<file path="src/rtl/roi_map_pkg.sv">
package roi_map_pkg;
  localparam int PIX_W      = 12;
  localparam int AREA_IDX_W = 3;
  localparam int AREA_IN_W  = AREA_IDX_W + 1;
  localparam int FLAG_W     = 2;
  localparam int QP_W       = 7;
  localparam int QP_IN_W    = 8;

  typedef struct packed {
    logic                  mode;
    logic [QP_W-1:0]       qp;
    logic                  area_en;
    logic [AREA_IDX_W-1:0] area_idx;
    logic                  force_intra;
  } map_word_t;

  typedef struct packed {
    logic [PIX_W-1:0]     x;
    logic [PIX_W-1:0]     y;
    logic [PIX_W-1:0]     w;
    logic [PIX_W-1:0]     h;
    logic [FLAG_W-1:0]    intra;
    logic [FLAG_W-1:0]    mode;
    logic [AREA_IN_W-1:0] area;
    logic [QP_IN_W-1:0]   qp;
  } region_t;

  localparam map_word_t WORD_NEUTRAL = '{mode: 1'b0, qp: '0, area_en: 1'b1,
                                         area_idx: '0, force_intra: 1'b0};
endpackage

</file>
<file path="src/rtl/roi_region_check.sv">
module roi_region_check
  import roi_map_pkg::*;
#(
  parameter int MAX_REGIONS = 8,
  parameter int MB_W        = 4
) (
  input  region_t          rg,
  input  logic [PIX_W-1:0] fw,
  input  logic [PIX_W-1:0] fh,
  input  logic [MB_W-1:0]  cols,
  input  logic [MB_W-1:0]  rows,
  output logic             ok,
  output logic [MB_W-1:0]  x0,
  output logic [MB_W-1:0]  xe,
  output logic [MB_W-1:0]  y0,
  output logic [MB_W-1:0]  ye
);
  localparam int EW = PIX_W + 1;

  logic [EW-1:0] x_lim, y_lim, x_stop, y_stop;
  logic          geom_ok, flag_ok, qp_ok;
  logic signed [QP_IN_W-1:0] qv;

  always_comb begin
    x_lim  = EW'(rg.x) + EW'(rg.w);
    y_lim  = EW'(rg.y) + EW'(rg.h);
    x_stop = EW'(rg.x >> 4) + ((EW'(rg.w) + EW'(15)) >> 4);
    y_stop = EW'(rg.y >> 4) + ((EW'(rg.h) + EW'(15)) >> 4);
    x0     = MB_W'(rg.x >> 4);
    y0     = MB_W'(rg.y >> 4);
    xe     = (x_stop > EW'(cols)) ? cols : MB_W'(x_stop);
    ye     = (y_stop > EW'(rows)) ? rows : MB_W'(y_stop);

    geom_ok = (x_lim <= EW'(fw)) && (y_lim <= EW'(fh));
    flag_ok = (rg.intra <= FLAG_W'(1)) && (rg.mode <= FLAG_W'(1)) &&
              (rg.area < AREA_IN_W'(MAX_REGIONS));
    qv      = $signed(rg.qp);
    if (rg.mode == FLAG_W'(1))
      qp_ok = (qv >= 8'sd0) && (qv <= 8'sd51);
    else
      qp_ok = (qv >= -8'sd51) && (qv <= 8'sd51);
    ok = geom_ok && flag_ok && qp_ok;
  end
endmodule

</file>
<file path="src/rtl/roi_map_ram.sv">
module roi_map_ram #(
  parameter int WORD_W = 13,
  parameter int DEPTH  = 64,
  parameter int ADDR_W = 6
) (
  input  logic              clk,
  input  logic              we,
  input  logic [ADDR_W-1:0] waddr,
  input  logic [WORD_W-1:0] wdata,
  input  logic [ADDR_W-1:0] raddr,
  output logic [WORD_W-1:0] rdata
);
  logic [WORD_W-1:0] mem [DEPTH];

  always_ff @(posedge clk) begin
    if (we) mem[waddr] <= wdata;
    rdata <= mem[raddr];
  end
endmodule

</file>
<file path="src/rtl/roi_map_gen.sv">
module roi_map_gen
  import roi_map_pkg::*;
#(
  parameter int MAX_REGIONS = 8,
  parameter int MAX_MB_COLS = 8,
  parameter int MAX_MB_ROWS = 8,
  localparam int SLOT_W = $clog2(MAX_REGIONS),
  localparam int CNT_W  = $clog2(MAX_REGIONS + 1) + 1,
  localparam int DEPTH  = MAX_MB_COLS * MAX_MB_ROWS,
  localparam int ADDR_W = $clog2(DEPTH),
  localparam int WORD_W = $bits(map_word_t)
) (
  input  logic                       clk,
  input  logic                       rst,
  input  logic                       ld_en,
  input  logic [SLOT_W-1:0]          ld_slot,
  input  logic [PIX_W-1:0]           ld_x,
  input  logic [PIX_W-1:0]           ld_y,
  input  logic [PIX_W-1:0]           ld_w,
  input  logic [PIX_W-1:0]           ld_h,
  input  logic [FLAG_W-1:0]          ld_intra,
  input  logic [FLAG_W-1:0]          ld_mode,
  input  logic [AREA_IN_W-1:0]       ld_area,
  input  logic signed [QP_IN_W-1:0]  ld_qp,
  input  logic                       start,
  input  logic signed [PIX_W-1:0]    frame_w,
  input  logic signed [PIX_W-1:0]    frame_h,
  input  logic [CNT_W-1:0]           region_cnt,
  input  logic [ADDR_W-1:0]          rd_addr,
  output logic [WORD_W-1:0]          rd_data,
  output logic                       busy,
  output logic                       done,
  output logic                       error
);
  localparam int MB_MAX = (MAX_MB_COLS > MAX_MB_ROWS) ? MAX_MB_COLS : MAX_MB_ROWS;
  localparam int MB_W   = $clog2(MB_MAX + 1);
  localparam int EW     = PIX_W + 1;
  localparam logic [PIX_W-1:0] CAP_W = PIX_W'(MAX_MB_COLS * 16);
  localparam logic [PIX_W-1:0] CAP_H = PIX_W'(MAX_MB_ROWS * 16);

  typedef enum logic [2:0] {S_IDLE, S_CLEAR, S_CHECK, S_SETUP, S_PAINT, S_FIN} state_t;
  state_t state;

  region_t           slots [MAX_REGIONS];
  logic [PIX_W-1:0]  fw_q, fh_q;
  logic [MB_W-1:0]   cols_q, rows_q, stride_q;
  logic [ADDR_W:0]   clear_end_q, ptr;
  logic [CNT_W-1:0]  cnt_q;
  logic [SLOT_W-1:0] ri;
  logic [MB_W-1:0]   x0_q, xe_q, ye_q, cx, cy;
  map_word_t         word_q, wr_word;
  logic              wr_en;
  logic [ADDR_W-1:0] wr_addr;

  // Frame geometry from the raw inputs, used only when start is taken.
  logic            size_bad, last_region, all_ok;
  logic [MB_W-1:0] cols_n, rows_n, stride_n, rpad_n;
  logic [ADDR_W:0] clear_end_n;

  always_comb begin
    size_bad = frame_w[PIX_W-1] || frame_h[PIX_W-1] || (frame_w == '0) ||
               (frame_h == '0) || ($unsigned(frame_w) > CAP_W) ||
               ($unsigned(frame_h) > CAP_H);
    cols_n      = MB_W'((EW'($unsigned(frame_w)) + EW'(15)) >> 4);
    rows_n      = MB_W'((EW'($unsigned(frame_h)) + EW'(15)) >> 4);
    stride_n    = (cols_n + MB_W'(3)) & ~MB_W'(3);
    rpad_n      = (rows_n + MB_W'(3)) & ~MB_W'(3);
    clear_end_n = (ADDR_W+1)'(stride_n) * (ADDR_W+1)'(rpad_n);
  end

  // One validator and bound calculator per slot.
  logic [MAX_REGIONS-1:0] slot_ok;
  logic [MB_W-1:0] g_x0 [MAX_REGIONS];
  logic [MB_W-1:0] g_xe [MAX_REGIONS];
  logic [MB_W-1:0] g_y0 [MAX_REGIONS];
  logic [MB_W-1:0] g_ye [MAX_REGIONS];

  for (genvar s = 0; s < MAX_REGIONS; s++) begin : g_slot
    roi_region_check #(.MAX_REGIONS(MAX_REGIONS), .MB_W(MB_W)) u_check (
      .rg(slots[s]), .fw(fw_q), .fh(fh_q), .cols(cols_q), .rows(rows_q),
      .ok(slot_ok[s]), .x0(g_x0[s]), .xe(g_xe[s]), .y0(g_y0[s]), .ye(g_ye[s])
    );
  end

  always_comb begin
    all_ok = 1'b1;
    for (int i = 0; i < MAX_REGIONS; i++)
      if (!slot_ok[i] && (CNT_W'(i) < cnt_q)) all_ok = 1'b0;
    last_region = (CNT_W'(ri) + CNT_W'(1)) == cnt_q;
  end

  always_ff @(posedge clk) begin
    if (ld_en && !busy)
      slots[ld_slot] <= '{x: ld_x, y: ld_y, w: ld_w, h: ld_h, intra: ld_intra,
                          mode: ld_mode, area: ld_area, qp: ld_qp};
  end

  always_ff @(posedge clk) begin
    if (rst) begin
      state <= S_IDLE;
      busy  <= 1'b0;
      done  <= 1'b0;
      error <= 1'b0;
    end else begin
      done <= 1'b0;
      unique case (state)
        S_IDLE: if (start) begin
          busy        <= 1'b1;
          error       <= size_bad;
          done        <= size_bad;
          fw_q        <= $unsigned(frame_w);
          fh_q        <= $unsigned(frame_h);
          cols_q      <= cols_n;
          rows_q      <= rows_n;
          stride_q    <= stride_n;
          clear_end_q <= clear_end_n;
          cnt_q       <= region_cnt;
          ptr         <= '0;
          state       <= size_bad ? S_FIN : S_CLEAR;
        end
        S_CLEAR: begin
          ptr <= ptr + (ADDR_W+1)'(1);
          if (ptr == clear_end_q - (ADDR_W+1)'(1)) state <= S_CHECK;
        end
        S_CHECK: begin
          ri <= '0;
          if (cnt_q > CNT_W'(MAX_REGIONS) || !all_ok) begin
            error <= 1'b1;
            done  <= 1'b1;
            state <= S_FIN;
          end else if (cnt_q == '0) begin
            done  <= 1'b1;
            state <= S_FIN;
          end else begin
            state <= S_SETUP;
          end
        end
        S_SETUP: begin
          x0_q   <= g_x0[ri];
          xe_q   <= g_xe[ri];
          ye_q   <= g_ye[ri];
          cx     <= g_x0[ri];
          cy     <= g_y0[ri];
          word_q <= '{mode: slots[ri].mode[0], qp: slots[ri].qp[QP_W-1:0],
                      area_en: 1'b1, area_idx: slots[ri].area[AREA_IDX_W-1:0],
                      force_intra: slots[ri].intra[0]};
          if (g_x0[ri] >= g_xe[ri] || g_y0[ri] >= g_ye[ri]) begin
            if (last_region) begin
              done  <= 1'b1;
              state <= S_FIN;
            end else begin
              ri <= ri + SLOT_W'(1);
            end
          end else begin
            state <= S_PAINT;
          end
        end
        S_PAINT: begin
          if (cx == xe_q - MB_W'(1)) begin
            cx <= x0_q;
            if (cy == ye_q - MB_W'(1)) begin
              if (last_region) begin
                done  <= 1'b1;
                state <= S_FIN;
              end else begin
                ri    <= ri + SLOT_W'(1);
                state <= S_SETUP;
              end
            end else begin
              cy <= cy + MB_W'(1);
            end
          end else begin
            cx <= cx + MB_W'(1);
          end
        end
        S_FIN: begin
          busy  <= 1'b0;
          state <= S_IDLE;
        end
        default: state <= S_IDLE;
      endcase
    end
  end

  always_comb begin
    wr_en   = (state == S_CLEAR) || (state == S_PAINT);
    wr_addr = (state == S_CLEAR) ? ptr[ADDR_W-1:0]
                                 : ADDR_W'(cy) * ADDR_W'(stride_q) + ADDR_W'(cx);
    wr_word = (state == S_CLEAR) ? WORD_NEUTRAL : word_q;
  end

  roi_map_ram #(.WORD_W(WORD_W), .DEPTH(DEPTH), .ADDR_W(ADDR_W)) u_ram (
    .clk(clk), .we(wr_en), .waddr(wr_addr), .wdata(wr_word),
    .raddr(rd_addr), .rdata(rd_data)
  );
endmodule

</file>
<file path="config.mk">
export PLATFORM = sky130hd
export DESIGN_NAME = roi_map_gen
export DESIGN_NICKNAME = d
export VERILOG_FILES = /design/src/rtl/roi_map_pkg.sv /design/src/rtl/roi_region_check.sv /design/src/rtl/roi_map_ram.sv /design/src/rtl/roi_map_gen.sv
export SDC_FILE = /design/constraint.sdc
export NUM_CORES = 2
export LEC_CHECK = 0
export ABC_CLOCK_PERIOD_IN_PS = 12900
export CELL_PAD_IN_SITES_DETAIL_PLACEMENT = 0
export CELL_PAD_IN_SITES_GLOBAL_PLACEMENT = 1
export CORE_ASPECT_RATIO = 0.5
export CORE_MARGIN = 8
export CORE_UTILIZATION = 54
export DETAILED_ROUTE_END_ITERATION = 6
export GPL_TIMING_DRIVEN = 0
export PLACE_DENSITY_LB_ADDON = 0.1
export SLEW_MARGIN = 20
export SYNTH_ARGS = -nofsm -noshare
export SYNTH_HDL_FRONTEND = slang
export SYNTH_HIERARCHICAL = 1
export SYNTH_SLANG_ARGS = --single-unit
</file>
<file path="constraint.sdc">
create_clock -name clk -period 12.9 [get_ports clk]
set_clock_uncertainty 0.05 [all_clocks]
set_input_delay 3.87 -clock clk [delete_from_list [all_inputs] [get_ports clk]]
set_output_delay 3.87 -clock clk [all_outputs]
set_load 0.03 [all_outputs]
</file>
==> flow_results.xml <==
<?xml version="1.0" encoding="UTF-8"?>
<metrics>
  <group name="clock_tree">
    <metric name="ctsHtreeMaxLevel" unit="">4</metric>
    <metric name="cts.sink_count" unit="">1447</metric>
    <metric name="post_cts_buffers" unit="">0</metric>
    <metric name="cts.path.max_buffers" unit="">4</metric>
    <metric name="numCtsBuffers" unit="">143</metric>
    <metric name="clk_root_buffer_cell" unit="">clkbuf_16</metric>
    <metric name="ctsHoldBuffers" unit="">0</metric>
    <metric name="post_cts_resize_count" unit="">0</metric>
    <metric name="clkTransAtPathRegs" unit="ns">0.07</metric>
    <metric name="tritoncts_clock_tree" unit="">built</metric>
    <metric name="clock_insertion_delay_worst_skew" unit="ns">0.80</metric>
  </group>
  <group name="worst_setup_path">
    <metric name="worstPathCellList" unit="">nor4_1, nor2b_1, xor2_1, inv_1, fa_1, inv_1, ha_1, nor2b_1, o21a_1, o21ai_1, nand2b_1, a21oi_1, and4b_1, clkbuf_1, mux2_1, mux4_2, mux2i_1, ha_1, o21ai_0, o22ai_1, nor2_1, or3b_2, a21oi_1</metric>
    <metric name="reg_to_reg_setup_timing_slack" unit="ns">5.68</metric>
    <metric name="timing_worst_setup_path_type" unit="">flip-flop to flip-flop</metric>
    <metric name="number_of_buffer_and_inverter_stages_on_the_critical_path" unit="">3</metric>
    <metric name="worstPathMaxFanout" unit="">4</metric>
    <metric name="crit_path_start_kind" unit="">flip-flop</metric>
    <metric name="endpoint_kind" unit="">flip-flop</metric>
    <metric name="r2r.worst_path.cells" unit="">23</metric>
    <metric name="r2r_end" unit="">ri[2]</metric>
    <metric name="cpMaxStageDelayCell" unit="">mux2i_1</metric>
    <metric name="worst-endpoint-required" unit="ns">13.27</metric>
    <metric name="crit_path_max_incr_delay" unit="ns">0.75</metric>
    <metric name="worstPathArrival" unit="ns">7.60</metric>
    <metric name="r2r-start" unit="">slots[2][17]</metric>
    <metric name="cpLargestDelayFamily" unit="">simple AND/OR/NAND/NOR gates</metric>
  </group>
  <group name="sta">
    <metric name="max_slew.worst_pin.slew" unit="ns">1.16</metric>
    <metric name="timing.final.crit_period" unit="ns">7.22</metric>
    <metric name="fin_crit_sh" unit="">0.560</metric>
    <metric name="maxSlewHeadroom" unit="">0.222</metric>
    <metric name="rsz_0062_raised_after_global_routing" unit="">no</metric>
    <metric name="final-max-slew-violation-count" unit="">0</metric>
    <metric name="fin_ws" unit="ns">5.68</metric>
    <metric name="hold_violation_count_in_the_final_report" unit="">0</metric>
    <metric name="upper_clock_frequency_limit" unit="MHz">138</metric>
    <metric name="finalSetupViolations" unit="">0</metric>
    <metric name="holdWs" unit="ns">0.454</metric>
  </group>
  <group name="floorplanning">
    <metric name="initial_core_util" unit="">0.544</metric>
    <metric name="core" unit="mm2">0.143</metric>
    <metric name="die_y_extent" unit="um">284</metric>
    <metric name="ioPinCount" unit="">122</metric>
    <metric name="placementRows" unit="">98</metric>
    <metric name="die-area" unit="mm2">0.157</metric>
    <metric name="dieWidth" unit="um">553</metric>
  </group>
  <group name="global_routing">
    <metric name="gr-total-overflow" unit="">0</metric>
    <metric name="globalRouteTotalUtil" unit="">0.272</metric>
    <metric name="grt_first_pass_wirelength" unit="um">319000</metric>
    <metric name="grt_max_degree" unit="">65</metric>
    <metric name="initial_antenna_violation_count" unit="">8</metric>
    <metric name="first_global_vias" unit="">48917</metric>
  </group>
  <group name="synthesis">
    <metric name="sequential_element_share_of_the_synthesized_area" unit="">0.556</metric>
    <metric name="synth_top_cell_by_area" unit="">edfxtp_1</metric>
    <metric name="synth_largest_type_area_fraction" unit="">0.551</metric>
    <metric name="syn_avg_cell_area" unit="um2">13.9</metric>
    <metric name="synth-seq-cells" unit="">1447</metric>
    <metric name="syn_area" unit="mm2">0.0778</metric>
    <metric name="synth-edff-count" unit="">1428</metric>
    <metric name="ys_top_cells_by_area" unit="">edfxtp_1 (55%), ha_1 (10%), mux4_2 (8.2%)</metric>
    <metric name="synthCells" unit="">5597</metric>
    <metric name="async_flop_share" unit="">0</metric>
    <metric name="yosysUniqueCellTypes" unit="">100</metric>
    <metric name="ys.flop_type" unit="">edfxtp_1</metric>
    <metric name="yosysWarningCount" unit="">6</metric>
  </group>
  <group name="route">
    <metric name="average_wire_per_standard_cell" unit="um">27.4</metric>
    <metric name="drt-pass1-iter-count" unit="">6</metric>
    <metric name="postRouteAntennaNets" unit="">0</metric>
    <metric name="drt_wl_total" unit="um">219000</metric>
    <metric name="met3WireLength" unit="um">18400</metric>
    <metric name="detail_route.drc_violations" unit="">0</metric>
    <metric name="dr_wl_met2" unit="um">101000</metric>
    <metric name="viasPerCell" unit="">6.15</metric>
    <metric name="routed.top_layer" unit="">met5</metric>
    <metric name="drtIter0Drc" unit="">4892</metric>
    <metric name="wl_met1" unit="um">93500</metric>
    <metric name="vias" unit="">49161</metric>
  </group>
  <group name="min_path">
    <metric name="min_from" unit="">error</metric>
    <metric name="min_delay_endpoint" unit="">error</metric>
    <metric name="min_delay_path_depth" unit="">2</metric>
    <metric name="min-delay-path-class" unit="">flip-flop to flip-flop</metric>
  </group>
  <group name="pwr">
    <metric name="leakagePower" unit="nW">32.4</metric>
    <metric name="vdd_drop_max" unit="V">0.000108</metric>
    <metric name="power_density_relative_to_cell_area" unit="mW/mm2">138</metric>
  </group>
  <group name="placed_design">
    <metric name="place.port_buffers" unit="">117</metric>
    <metric name="final_weighted_congestion_in_routability_driven_placement" unit="">0.918</metric>
    <metric name="place_hpwl" unit="um">158000</metric>
    <metric name="numPlacedInstances" unit="">7741</metric>
    <metric name="instance_area_after_placement" unit="mm2">0.0826</metric>
    <metric name="dp_worst_setup_slack" unit="ns">5.64</metric>
  </group>
  <group name="final_layout">
    <metric name="syn2layout_area_growth" unit="%">12.0</metric>
    <metric name="stdcell_area" unit="mm2">0.0872</metric>
    <metric name="final-instance-count-excl-fill" unit="">7991</metric>
    <metric name="finalNetCount" unit="">6753</metric>
    <metric name="filler_cell_count" unit="">10724</metric>
    <metric name="fin_util" unit="">0.610</metric>
    <metric name="drive_gt1_frac" unit="">0.152</metric>
  </group>
  <group name="flow_run">
    <metric name="timing.max_cap.violations" unit="">0</metric>
  </group>
  <group name="status">
    <metric name="run_status" unit="">completed</metric>
  </group>
</metrics>
[flip-flops by register name, summed over array words and instances (netlist names), 4 cells and up]
| register | cells |
|---|---|
| cy | 4 |
| fw_q | 12 |
| ptr | 7 |
| ye_q | 4 |
| x0_q | 4 |
| cols_q | 4 |
| slots | 512 |
| cnt_q | 5 |
| rows_q | 4 |
| u_ram/rdata | 13 |
| cx | 4 |
| xe_q | 4 |
| fh_q | 12 |
| word_q | 12 |
| u_ram/mem | 832 |
[report_power, final]
group	total (mW)	switching, mW	leakage (nW)	internal [mW]
logic	2.08	1.32	17.1	0.761
clock network	4.28	1.83	2.24	2.46
registers	5.71	0.181	13.1	5.53
total	12.1	3.33	32.4	8.75
[synth_stat cells, drive strengths merged, types with 64 or more instances]
| cell | instances |
|---|---|
| ha | 627 |
| edfxtp | 1428 |
| xor2 | 113 |
| mux2i | 64 |
| nor3 | 99 |
| a21oi | 235 |
| xnor2 | 227 |
| mux2 | 77 |
| o21a | 66 |
| inv | 461 |
| a21o | 74 |
| nand2 | 192 |
| nand3 | 138 |
| buf | 131 |
| nor2 | 371 |
| mux4 | 283 |
| o21ai | 160 |
[worst reg2reg max path, cell delays in order (launching register included)]
cell and delay, ns:
edfxtp_1 0.43, nor4_1 0.60, nor2b_1 0.20, xor2_1 0.22, inv_1 0.08, fa_1 0.53, inv_1 0.05, ha_1 0.28
nor2b_1 0.15, o21a_1 0.17, o21ai_1 0.11, nand2b_1 0.07, a21oi_1 0.14, and4b_1 0.22, clkbuf_1 0.24, mux2_1 0.44
mux4_2 0.54, mux2i_1 0.75, ha_1 0.31, o21ai_0 0.10, o22ai_1 0.28, nor2_1 0.11, or3b_2 0.44, a21oi_1 0.39
[cell families (layout without fill, tap and decap cells)]
family / after synthesis / after routing / synth area share
and+or+nand+nor: 1191 / 1191 / 0.0777
muxes: 424 / 424 / 0.102
other: 1 / 71 / 0.0000482
buffers and inverters: 636 / 1060 / 0.0362
AOI/OAI and AO/OA: 895 / 895 / 0.0795
adders and majority gates: 661 / 661 / 0.110
DFF: 1447 / 1447 / 0.556
xor gates and xnor gates: 342 / 342 / 0.0390
[how the worst max path moves through the flow]
stage	from	end	cells after the start
after floorplan	ld_slot[0]	slots[4][0]	1
after global placement	ld_slot[0]	slots[4][16]	2
after detailed placement	rd_addr[2]	u_ram/rdata[2]	7
after CTS	slots[2][17]	ri[0]	24
after global routing	slots[7][17]	ri[2]	23
final	slots[2][17]	ri[2]	23
[cell type report]
class | count | area (um2) | area share
Sequential cell | 1447 | 43300 | 0.496
Multi-Input combinational cell | 3577 | 32300 | 0.370
Clock buffer | 172 | 3720 | 0.0426
Tap cell | 1900 | 2380 | 0.0273
Timing Repair Buffer | 181 | 1860 | 0.0213
Inverter | 461 | 1730 | 0.0198
Buffer | 175 | 1090 | 0.0126
Clock inverter | 71 | 888 | 0.0102
Antenna cell | 7 | 17.5 | 0.000201
[placed cells by master, fill, tap and decap left out, types with 60 or more instances in the layout]
cell type,Yosys,layout
nand2b_1,60,60
nor2_2,4,66
nor2b_1,63,62
nand3_1,137,137
nor3_1,98,92
xor2_1,113,113
buf_4,79,109
o21a_1,66,66
a21o_1,74,74
nand2_1,192,192
ha_1,627,627
a21oi_1,221,221
edfxtp_1,1428,1428
conb_1,1,64
inv_1,461,461
clkdlybuf4s50_1,0,117
o21ai_0,119,119
mux2i_1,64,63
nor2_1,367,301
clkbuf_1,44,68
clkbuf_16,0,143
mux4_2,283,283
xnor2_1,225,225
[metrics by stage]
stage	TNS, ns	power, mW
4_1_cts	0	12.1
6_report	0	12.1
5_1_grt	0	12.5
2_1_floorplan	0	7.01
3_3_place_gp	-155.84	7.74
3_5_place_dp	0	7.86
[routing by layer]
metal / vias to the layer above / track usage
li1: 22105 / -
met1: 24765 / 0.375
met2: 1950 / 0.440
met3: 339 / 0.0574
met4: 2 / 0.0718
met5: - / 0
No activity file was read; power rests on OpenSTA's default activity.
